<file path="src/rtl/mirtx_pkg.sv">
package mirtx_pkg;
   localparam int unsigned OCT_W = 8;
   localparam int unsigned FCS_W = 16;
   localparam logic [OCT_W-1:0] FLAG_OCTET = 8'h7E;

   typedef logic [OCT_W-1:0] octet_t;

   typedef enum logic [2:0] {
      PH_IDLE,
      PH_OPEN,
      PH_BODY,
      PH_FCS,
      PH_CLOSE
   } phase_e;
endpackage

</file>
<file path="src/rtl/mirtx_crc16.sv">
module mirtx_crc16 #(
   parameter logic [15:0] POLY = 16'h8408,
   parameter logic [15:0] INIT = 16'hFFFF
) (
   input  logic        clk,
   input  logic        rst_n,
   input  logic        clr,
   input  logic        adv,
   input  logic        bit_in,
   output logic [15:0] crc_nxt
);
   logic [15:0] crc_q;
   logic        fb;

   assign fb = crc_q[0] ^ bit_in;

   for (genvar i = 0; i < 15; i++) begin : g_tap
      assign crc_nxt[i] = crc_q[i+1] ^ (fb & POLY[i]);
   end
   assign crc_nxt[15] = fb & POLY[15];

   always_ff @(posedge clk or negedge rst_n) begin
      if (!rst_n)    crc_q <= INIT;
      else if (clr)  crc_q <= INIT;
      else if (adv)  crc_q <= crc_nxt;
   end
endmodule

</file>
<file path="src/rtl/mirtx_stuff_ctr.sv">
module mirtx_stuff_ctr #(
   parameter int unsigned STUFF_RUN = 5
) (
   input  logic clk,
   input  logic rst_n,
   input  logic clr,
   input  logic emit,
   input  logic count_en,
   input  logic bit_in,
   output logic stuff_due
);
   localparam int unsigned RUN_W = $clog2(STUFF_RUN + 1);
   localparam logic [RUN_W-1:0] RUN_MAX = RUN_W'(STUFF_RUN);

   logic [RUN_W-1:0] ones_q;

   if (STUFF_RUN < 1 || STUFF_RUN > 7) begin : g_bad_run
      $error("mirtx_stuff_ctr: STUFF_RUN must be 1..7");
   end

   assign stuff_due = (ones_q == RUN_MAX);

   always_ff @(posedge clk or negedge rst_n) begin
      if (!rst_n)
         ones_q <= '0;
      else if (clr)
         ones_q <= '0;
      else if (emit) begin
         if (stuff_due || !count_en || !bit_in) ones_q <= '0;
         else                                   ones_q <= ones_q + 1'b1;
      end
   end

   // the run counter never passes the stuffing threshold
   assert_run_limit_R6: assert property (@(posedge clk) disable iff (!rst_n)
      ones_q <= RUN_MAX);
endmodule

</file>
<file path="src/rtl/mirtx_framer.sv">
module mirtx_framer #(
   parameter int unsigned CNT_W     = 4,
   parameter int unsigned MIN_FLAGS = 2,
   parameter int unsigned STUFF_RUN = 5,
   parameter logic        IDLE_LVL  = 1'b1,
   parameter logic [15:0] CRC_POLY  = 16'h8408,
   parameter logic [15:0] CRC_INIT  = 16'hFFFF
) (
   input  logic             clk,
   input  logic             rst_n,
   input  logic [CNT_W-1:0] cfg_nflags,
   input  logic             in_valid,
   output logic             in_ready,
   input  logic [7:0]       in_data,
   input  logic             in_last,
   input  logic             bit_en,
   output logic             tx_bit,
   output logic             busy
);
   import mirtx_pkg::*;

   localparam int unsigned POS_W = $clog2(FCS_W);
   localparam logic [POS_W-1:0] OCT_END = POS_W'(OCT_W - 1);
   localparam logic [POS_W-1:0] FCS_END = POS_W'(FCS_W - 1);
   localparam logic [CNT_W-1:0] MIN_N   = CNT_W'(MIN_FLAGS);

   if (MIN_FLAGS < 2 || MIN_FLAGS >= (1 << CNT_W)) begin : g_bad_min
      $error("mirtx_framer: MIN_FLAGS must be at least 2 and fit CNT_W");
   end
   if (OCT_W != 8 || FCS_W != 16) begin : g_bad_width
      $error("mirtx_framer: octet and check widths are fixed at 8 and 16");
   end

   phase_e            ph_q;
   logic [FCS_W-1:0]  sh_q;
   logic [POS_W-1:0]  pos_q;
   logic [CNT_W-1:0]  fcnt_q, nfl_q, nfl_sel;
   octet_t            hold_q;
   logic              hold_v_q, hold_last_q, cur_last_q, last_taken_q, tx_q;

   logic              fire, emit, stuff_due, shift_en, cur_bit, unit_end;
   logic              body_or_fcs, start_frame, byte_avail;
   logic [15:0]       crc_nxt;

   assign nfl_sel     = (cfg_nflags < MIN_N) ? MIN_N : cfg_nflags;
   assign in_ready    = (ph_q == PH_IDLE) ||
                        (ph_q == PH_BODY && !hold_v_q && !last_taken_q);
   assign fire        = in_valid && in_ready;
   assign start_frame = fire && (ph_q == PH_IDLE);
   assign emit        = bit_en && (ph_q != PH_IDLE);
   assign shift_en    = emit && !stuff_due;
   assign cur_bit     = sh_q[0];
   assign body_or_fcs = (ph_q == PH_BODY) || (ph_q == PH_FCS);
   assign unit_end    = (pos_q == ((ph_q == PH_FCS) ? FCS_END : OCT_END));
   assign byte_avail  = hold_v_q || fire;
   assign busy        = (ph_q != PH_IDLE);
   assign tx_bit      = tx_q;

   mirtx_crc16 #(.POLY(CRC_POLY), .INIT(CRC_INIT)) u_crc (
      .clk     (clk),
      .rst_n   (rst_n),
      .clr     (start_frame),
      .adv     (shift_en && ph_q == PH_BODY),
      .bit_in  (cur_bit),
      .crc_nxt (crc_nxt)
   );

   mirtx_stuff_ctr #(.STUFF_RUN(STUFF_RUN)) u_stuff (
      .clk       (clk),
      .rst_n     (rst_n),
      .clr       (start_frame),
      .emit      (emit),
      .count_en  (body_or_fcs),
      .bit_in    (cur_bit),
      .stuff_due (stuff_due)
   );

   always_ff @(posedge clk or negedge rst_n) begin
      if (!rst_n) begin
         ph_q         <= PH_IDLE;
         sh_q         <= '0;
         pos_q        <= '0;
         fcnt_q       <= '0;
         nfl_q        <= MIN_N;
         hold_q       <= '0;
         hold_v_q     <= 1'b0;
         hold_last_q  <= 1'b0;
         cur_last_q   <= 1'b0;
         last_taken_q <= 1'b0;
         tx_q         <= IDLE_LVL;
      end else if (start_frame) begin
         ph_q         <= PH_OPEN;
         sh_q         <= {8'h00, FLAG_OCTET};
         pos_q        <= '0;
         fcnt_q       <= '0;
         nfl_q        <= nfl_sel;
         hold_q       <= in_data;
         hold_v_q     <= 1'b1;
         hold_last_q  <= in_last;
         last_taken_q <= in_last;
         if (bit_en) tx_q <= IDLE_LVL;
      end else begin
         if (fire) begin
            hold_q      <= in_data;
            hold_last_q <= in_last;
            hold_v_q    <= 1'b1;
            if (in_last) last_taken_q <= 1'b1;
         end
         if (bit_en && ph_q == PH_IDLE) tx_q <= IDLE_LVL;
         if (emit) begin
            if (stuff_due) begin
               tx_q <= 1'b0;
            end else begin
               tx_q  <= cur_bit;
               sh_q  <= sh_q >> 1;
               pos_q <= pos_q + 1'b1;
               if (unit_end) begin
                  pos_q <= '0;
                  unique case (ph_q)
                     PH_OPEN: begin
                        if (fcnt_q == nfl_q - 1'b1) begin
                           ph_q       <= PH_BODY;
                           sh_q       <= {8'h00, hold_q};
                           cur_last_q <= hold_last_q;
                           hold_v_q   <= 1'b0;
                        end else begin
                           fcnt_q <= fcnt_q + 1'b1;
                           sh_q   <= {8'h00, FLAG_OCTET};
                        end
                     end
                     PH_BODY: begin
                        if (cur_last_q || !byte_avail) begin
                           ph_q <= PH_FCS;
                           sh_q <= ~crc_nxt;
                        end else if (hold_v_q) begin
                           sh_q       <= {8'h00, hold_q};
                           cur_last_q <= hold_last_q;
                           hold_v_q   <= 1'b0;
                        end else begin
                           sh_q       <= {8'h00, in_data};
                           cur_last_q <= in_last;
                           hold_v_q   <= 1'b0;
                        end
                     end
                     PH_FCS: begin
                        ph_q <= PH_CLOSE;
                        sh_q <= {8'h00, FLAG_OCTET};
                     end
                     PH_CLOSE: ph_q <= PH_IDLE;
                     default:  ph_q <= PH_IDLE;
                  endcase
               end
            end
         end
      end
   end

   // the line holds its value between strobes
   assert_line_hold_R2: assert property (@(posedge clk) disable iff (!rst_n)
      !bit_en |=> $stable(tx_bit));

   // a strobe taken with a full run of ones drives an inserted zero
   assert_stuff_zero_R6: assert property (@(posedge clk) disable iff (!rst_n)
      (bit_en && busy && stuff_due) |=> !tx_bit);

   // a frame begins only on an accepted byte
   assert_busy_rise_R9: assert property (@(posedge clk) disable iff (!rst_n)
      $rose(busy) |-> $past(in_valid && in_ready));

   // a frame ends only on a strobe
   assert_busy_fall_R9: assert property (@(posedge clk) disable iff (!rst_n)
      $fell(busy) |-> $past(bit_en));
endmodule

</file>
<file path="config.mk">
export PLATFORM = sky130hd
export DESIGN_NAME = mirtx_framer
export DESIGN_NICKNAME = d
export VERILOG_FILES = /design/src/rtl/mirtx_pkg.sv /design/src/rtl/mirtx_crc16.sv /design/src/rtl/mirtx_stuff_ctr.sv /design/src/rtl/mirtx_framer.sv
export SDC_FILE = /design/constraint.sdc
export NUM_CORES = 1
export LEC_CHECK = 0
export BUFFER_PORTS_ARGS = -buffer_cell sky130_fd_sc_hd__clkbuf_2
export CAP_MARGIN = 25
export CORE_UTILIZATION = 55
export CTS_CLUSTER_SIZE = 8
export DETAILED_ROUTE_END_ITERATION = 10
export PLACE_DENSITY_LB_ADDON = 0.2
export REMOVE_ABC_BUFFERS = 1
export SYNTH_ARGS = -nofsm -noshare
export SYNTH_HDL_FRONTEND = slang
export SYNTH_SLANG_ARGS = --single-unit
export TNS_END_PERCENT = 20
</file>
<file path="constraint.sdc">
create_clock -name clk -period 2.1 [get_ports clk]
set_clock_uncertainty 0.15 [all_clocks]
set_input_delay 0.42 -clock clk [delete_from_list [all_inputs] [get_ports clk]]
set_output_delay 0.42 -clock clk [all_outputs]
set_load 0.03 [all_outputs]
</file>
; Yosys cells after proc, flatten, opt, wreduce, memory -nomap -nowiden
; Index checks and enable logic that the tools add are counted.
[totals]
ff_bits = 63
in_bits = 17
word_cells = 129
[classes]
add_sub_neg = 4
magnitude_cmp = 1
eq_ne = 13
mux = 56
bitwise = 6
n_reduce_logical = 36
[op_table]
columns = op, count
row1 = $mux 16, 7
row2 = $mux 4, 12
row3 = $pmux 16 s3, 1
row4 = $mux 8, 4
row5 = $mux 3, 9
row6 = $mux 1, 20
row7 = $not 16->16, 1
row8 = $reduce_bool 2->1, 7
row9 = $reduce_and 5->1, 2
row10 = $pmux 3 s3, 1
row11 = $add 4x1->4 const B, 2
row12 = $eq 4x4->1, 2
row13 = $logic_and 1x1->1, 8
row14 = $ne 2x2->1 const B, 4
row15 = $reduce_and 7->1, 1
row16 = $eq 3x2->1 const B, 2
row17 = $logic_not 1->1, 6
row18 = $logic_or 1x1->1, 6
row19 = $reduce_and 2->1, 3
row20 = $reduce_bool 3->1, 2
row21 = $lt 4x2->1 const B, 1
row22 = $pmux 1 s2, 2
row23 = $sub 4x1->4 const B, 1
row24 = $add 3x1->3 const B, 1
row25 = other kinds (8), 11

; Logic depth before layout (Yosys ltp)
[logic_depth]
word_depth = 14
ltp_mapped = 9

; By module
; Synthesis repeated with hierarchy kept, for this count alone.
[hier_totals]
hier_cells = 367
area_unflattened_um2 = 3737.3
[modules_own_cells]
columns = module, instances, cells_per_inst, area_each_um2, seq_area_each_um2
row1 = mirtx_framer, 1, 278, 2695.1, 1103.6
row2 = mirtx_crc16, 1, 70, 848.3, 420.4
row3 = mirtx_stuff_ctr, 1, 19, 193.9, 75.1

; Worst setup path after synthesis
; OpenSTA, ideal clock, no wires.
[synth_timing]
path_type = register to register
from = reg nfl_q[1]
to = reg fcnt_q[3]
arrival_time_ps = 1884
required_ps = 1872
setup_slack_ps = -12
stages_incl_launch_ff = 8
period_less_slack_ps = 2112
path_cell_list = dfstp_2 -> inv_1 -> ha_1 -> xor2_1 -> and3_4 -> a21o_1 -> or4_1 -> a21oi_1
[synth_between]
elab_chain_cells = 4
[synth_rtl]
columns = element, line
row1 = start: declaration, mirtx_framer.sv:37  ; logic [CNT_W-1:0] fcnt_q, nfl_q, nfl_sel;
row2 = start signal: assignment, mirtx_framer.sv:96  ; nfl_q <= nfl_sel;
row3 = $sub 4x1->4, mirtx_framer.sv:121  ; if (fcnt_q == nfl_q - 1'b1) begin
row4 = $eq 4x4->1, mirtx_framer.sv:121
row5 = $ne 2x2->1 (no source line), n/a
row6 = $reduce_and 5->1 (no source line), n/a
row7 = end signal: assignment, mirtx_framer.sv:127  ; fcnt_q <= fcnt_q + 1'b1;
row8 = end: declaration, mirtx_framer.sv:37
; Every way passes these cells.
; A chain may end at the register's enable or synchronous reset.

; Worst setup path in the final report
; Same ends and word-level chain as after synthesis.

==> results.yml <==
sta:
  period_minus_slack_ns: 2.148
  final_max_slew_viol_count: 0
  hold_viol: 0
  tightestPinTransition_ns: 0.6245
  fin_ws_ns: -0.04776
  setup_viol: 4
  finalCritPeriodShare_pct: 102.3
  rsz0062_at_grt: "true"
  hold_slack_ns: 0.1316
  relSlewSlack_pct: 58.37
  max_freq_mhz: 465.6
place:
  io_buffer_count: 19
  dp_hpwl_um: 5561
  gp_congestion: 0.9736
  dp_cells: 433
  place_area_um2: 3751
floorplan:
  core.rowCount: 27
  fp.dieW_um: 79.66
  initial_core_util_pct: 58.44
  ios: 20
  core_area_um2: 5675
  die_h_um: 79.66
  die-area_um2: 6346
critical_path:
  reg2reg_slack_ns: -0.05
  worstPathArrival_ns: 2.27
  required_ns: 2.22
  r2r_start: "nfl_q[1]"
  crit_fanout: 2
  cp.buffers_inverters: 1
  rr_worst_depth: 7
  slowest_delay_ns: 0.54
  start_kind: "flop"
  cp_num_cells: 7
  cpMaxStageDelayCell: "dfstp_2"
  cp-end-kind: "flop"
  cpLargestDelayFamily: "simple AND/OR/NAND/NOR gates"
  crit_start: "nfl_q[1]"
  endpoint: "fcnt_q[3]"
  timing.rr.end: "fcnt_q[3]"
  path_cells: "inv_2 -> ha_4 -> xnor3_1 -> and3_4 -> a21o_1 -> or4_1 -> a21oi_1"
  critPathKind: "reg2reg"
grt:
  grt_overflow_total: 0
  grt_max_degree: 23
  track_usage_pct: 27.75
  grt_pass1_wl_um: 13160
  antenna_found_initial: 0
  grt_pass1_vias: 2788
routing:
  wirelength_um: 8296
  wl_per_cell_um: 18.27
  firstDrtPassIters: 4
  routed-via-count: 2780
  drt-initial-drc-count: 150
  drcViolationCount: 0
  viasPerCell: 6.123
  ant_nets: 0
yosys:
  synth-simple-area-share_pct: 14.98
  synthAdderAreaFrac_pct: 1.886
  yosys_most_used_dff: "dfrtp_1"
  yosysWarnings: 0
  synth-edff-count: 0
  synth.top_cell.area_share_pct: 33.95
  synth-compound-area-share_pct: 19.12
  synthArstFlopShare_pct: 100.0
  synthXorXnorAreaFrac_pct: 3.848
  synth_area_um2: 3317
  synth_mux_area_share_pct: 8.299
  synth-seq-cells: 63
  ys_types: 59
  yosys.area.top_type: "dfrtp_1"
  synthCells: 319
  syn_area_per_cell_um2: 10.40
  synth_top_family_by_area: "compound AO/OA/AOI/OAI gates"
  synth_area_leaders: "dfrtp_1 34%, dfstp_2 14%, mux2i_1 4.2%"
  seq_area_frac_synth_pct: 48.21
final_layout:
  drive_gt1_share_pct: 37.96
  finalNonFillerCells: 454
  num-fill-cells: 397
  finish.utilization_pct: 73.99
  area_growth_pct: 26.59
  diodes: 0
  nNetsFinal: 399
  fin_area_um2: 4199
clock_tree:
  cts_buffers: 9
  cts_max_level: 3
  cts_sinks: 63
  clockBufferDepth: 2
  clock-root-buffer: "clkbuf_8"
  clk_latency_ns: 0.35
  cts_tree: "done"
  path_clk_slew_ns: 0.07
power:
  clock_power_share_pct: 19.2
  p_comb_share_pct: 44.6
  switching_power_mw: 2.377
  internal_power_mw: 3.827
  ir_drop_mv: 0.8521
  power_mw: 6.203
  power-per-cell-area_nw_per_um2: 1477
  p_leak_nw: 1.815
  power_frac_seq_pct: 36.2
  swShare_pct: 38.31
job:
  maxCapViolCount: 0
worst_hold_path:
  hp-class: "in2reg"
status:
  violations: "negative setup slack"
  status: "finished, violations left"
[cell usage after synthesis, types with 3 or more instances]
master	number
a21o_1	3
a21oi_1	14
a221o_1	3
and2_1	5
buf_2	6
clkbuf_1	10
dfrtp_1	45
dfstp_2	18
ha_1	5
inv_1	6
mux2_2	10
mux2i_1	14
nand2_1	30
nand2b_1	4
nand3_1	5
nor2_1	23
nor3_1	9
nor4_1	4
o21ai_0	22
o22a_1	15
o22ai_1	5
o32ai_1	5
or3_1	3
xnor2_1	7
xor2_1	5
[final cells by class]
| type | count | area, um^2 | share of cell area (%) |
|---|---|---|---|
| clock inverter | 2 | 35.03 | 0.8343 |
| clock buffer | 14 | 192.7 | 4.589 |
| sequential | 63 | 1600 | 38.11 |
| timing repair buffer | 66 | 491.7 | 11.71 |
| tap | 72 | 90.09 | 2.145 |
| multi-input combinational | 229 | 1759 | 41.90 |
| inverter | 8 | 30.03 | 0.7151 |
[cells in the final DEF, fill, tap and decap left out, types with 4 or more instances in the layout]
master,Yosys,layout
a21oi_1,14,13
buf_4,1,42
clkbuf_2,1,18
clkbuf_8,0,15
dfrtp_1,45,44
dfstp_2,18,18
ha_1,5,4
inv_1,6,5
mux2_2,10,10
mux2i_1,14,14
nand2_1,30,28
nand2b_1,4,4
nand3_1,5,4
nor2_1,23,21
nor3_1,9,9
o21ai_0,22,17
o21ai_1,2,7
o22a_1,15,15
o22ai_1,5,5
o32ai_1,5,5
xnor2_1,7,7
xor2_1,5,4
[metal layers]
layer | GRT usage (%) | up-vias | wire, um
li1 | - | 1299 | -
met1 | 33.61 | 1399 | 3589
met2 | 47.35 | 63 | 4262
met3 | 5.257 | 19 | 284
met4 | 13.09 | 0 | 159
met5 | 0 | - | 0
[state kept, by name, summed over array words and instances, names as in the netlist, 3 cells and up]
name and count:
ph_q 3, fcnt_q 4, sh_q 16, u_crc.crc_q 16, pos_q 4, u_stuff.ones_q 3, hold_q 8, nfl_q 4
[how the worst min path moves through the flow]
stage,startpoint,endpoint,cells after the start
6_report,bit_en,tx_bit,2
5_1_grt,cfg_nflags[3],nfl_q[3],3
4_1_cts,bit_en,tx_bit,2
3_5_place_dp,rst_n,last_taken_q,1
3_3_place_gp,rst_n,last_taken_q,1
2_1_floorplan,rst_n,cur_last_q,0
[cell families (layout without fill, tap and decap cells)]
family / count (synthesis) / in the layout
and+or+nand+nor: 97 / 97
AOI/OAI and AO/OA: 89 / 89
adders and majority gates: 5 / 5
DFF: 63 / 63
muxes: 25 / 25
xor gates and xnor gates: 13 / 13
buffers and inverters: 27 / 90
[metrics by stage]
stage | setup TNS, ns | setup slack, ns
after floorplan | -0.3616 | -0.1534
after global placement | -0.1544 | -0.09339
after detailed placement | -0.6744 | -0.1633
after CTS | 0 | 0.0005997
after global routing | -1.019 | -0.1197
final | -0.09916 | -0.04776
[power groups by stage]
stage	Sequential, mW	Combinational, mW	Clock, mW
2_1_floorplan	2.16	1.48	0
3_3_place_gp	2.21	2.22	0
3_5_place_dp	2.22	2.32	0
4_1_cts	2.21	2.45	1.20
5_1_grt	2.30	3.01	1.25
6_report	2.25	2.77	1.19
[repair_timing]
action	4_1_cts	5_1_grt
setup endpoints to repair	18	28
setup buffers	0	4
hold endpoints to repair	16	0
hold buffers	1	0
pin swaps	2	7
gates resized for setup	15	26
(Power assumes the default switching activity.)
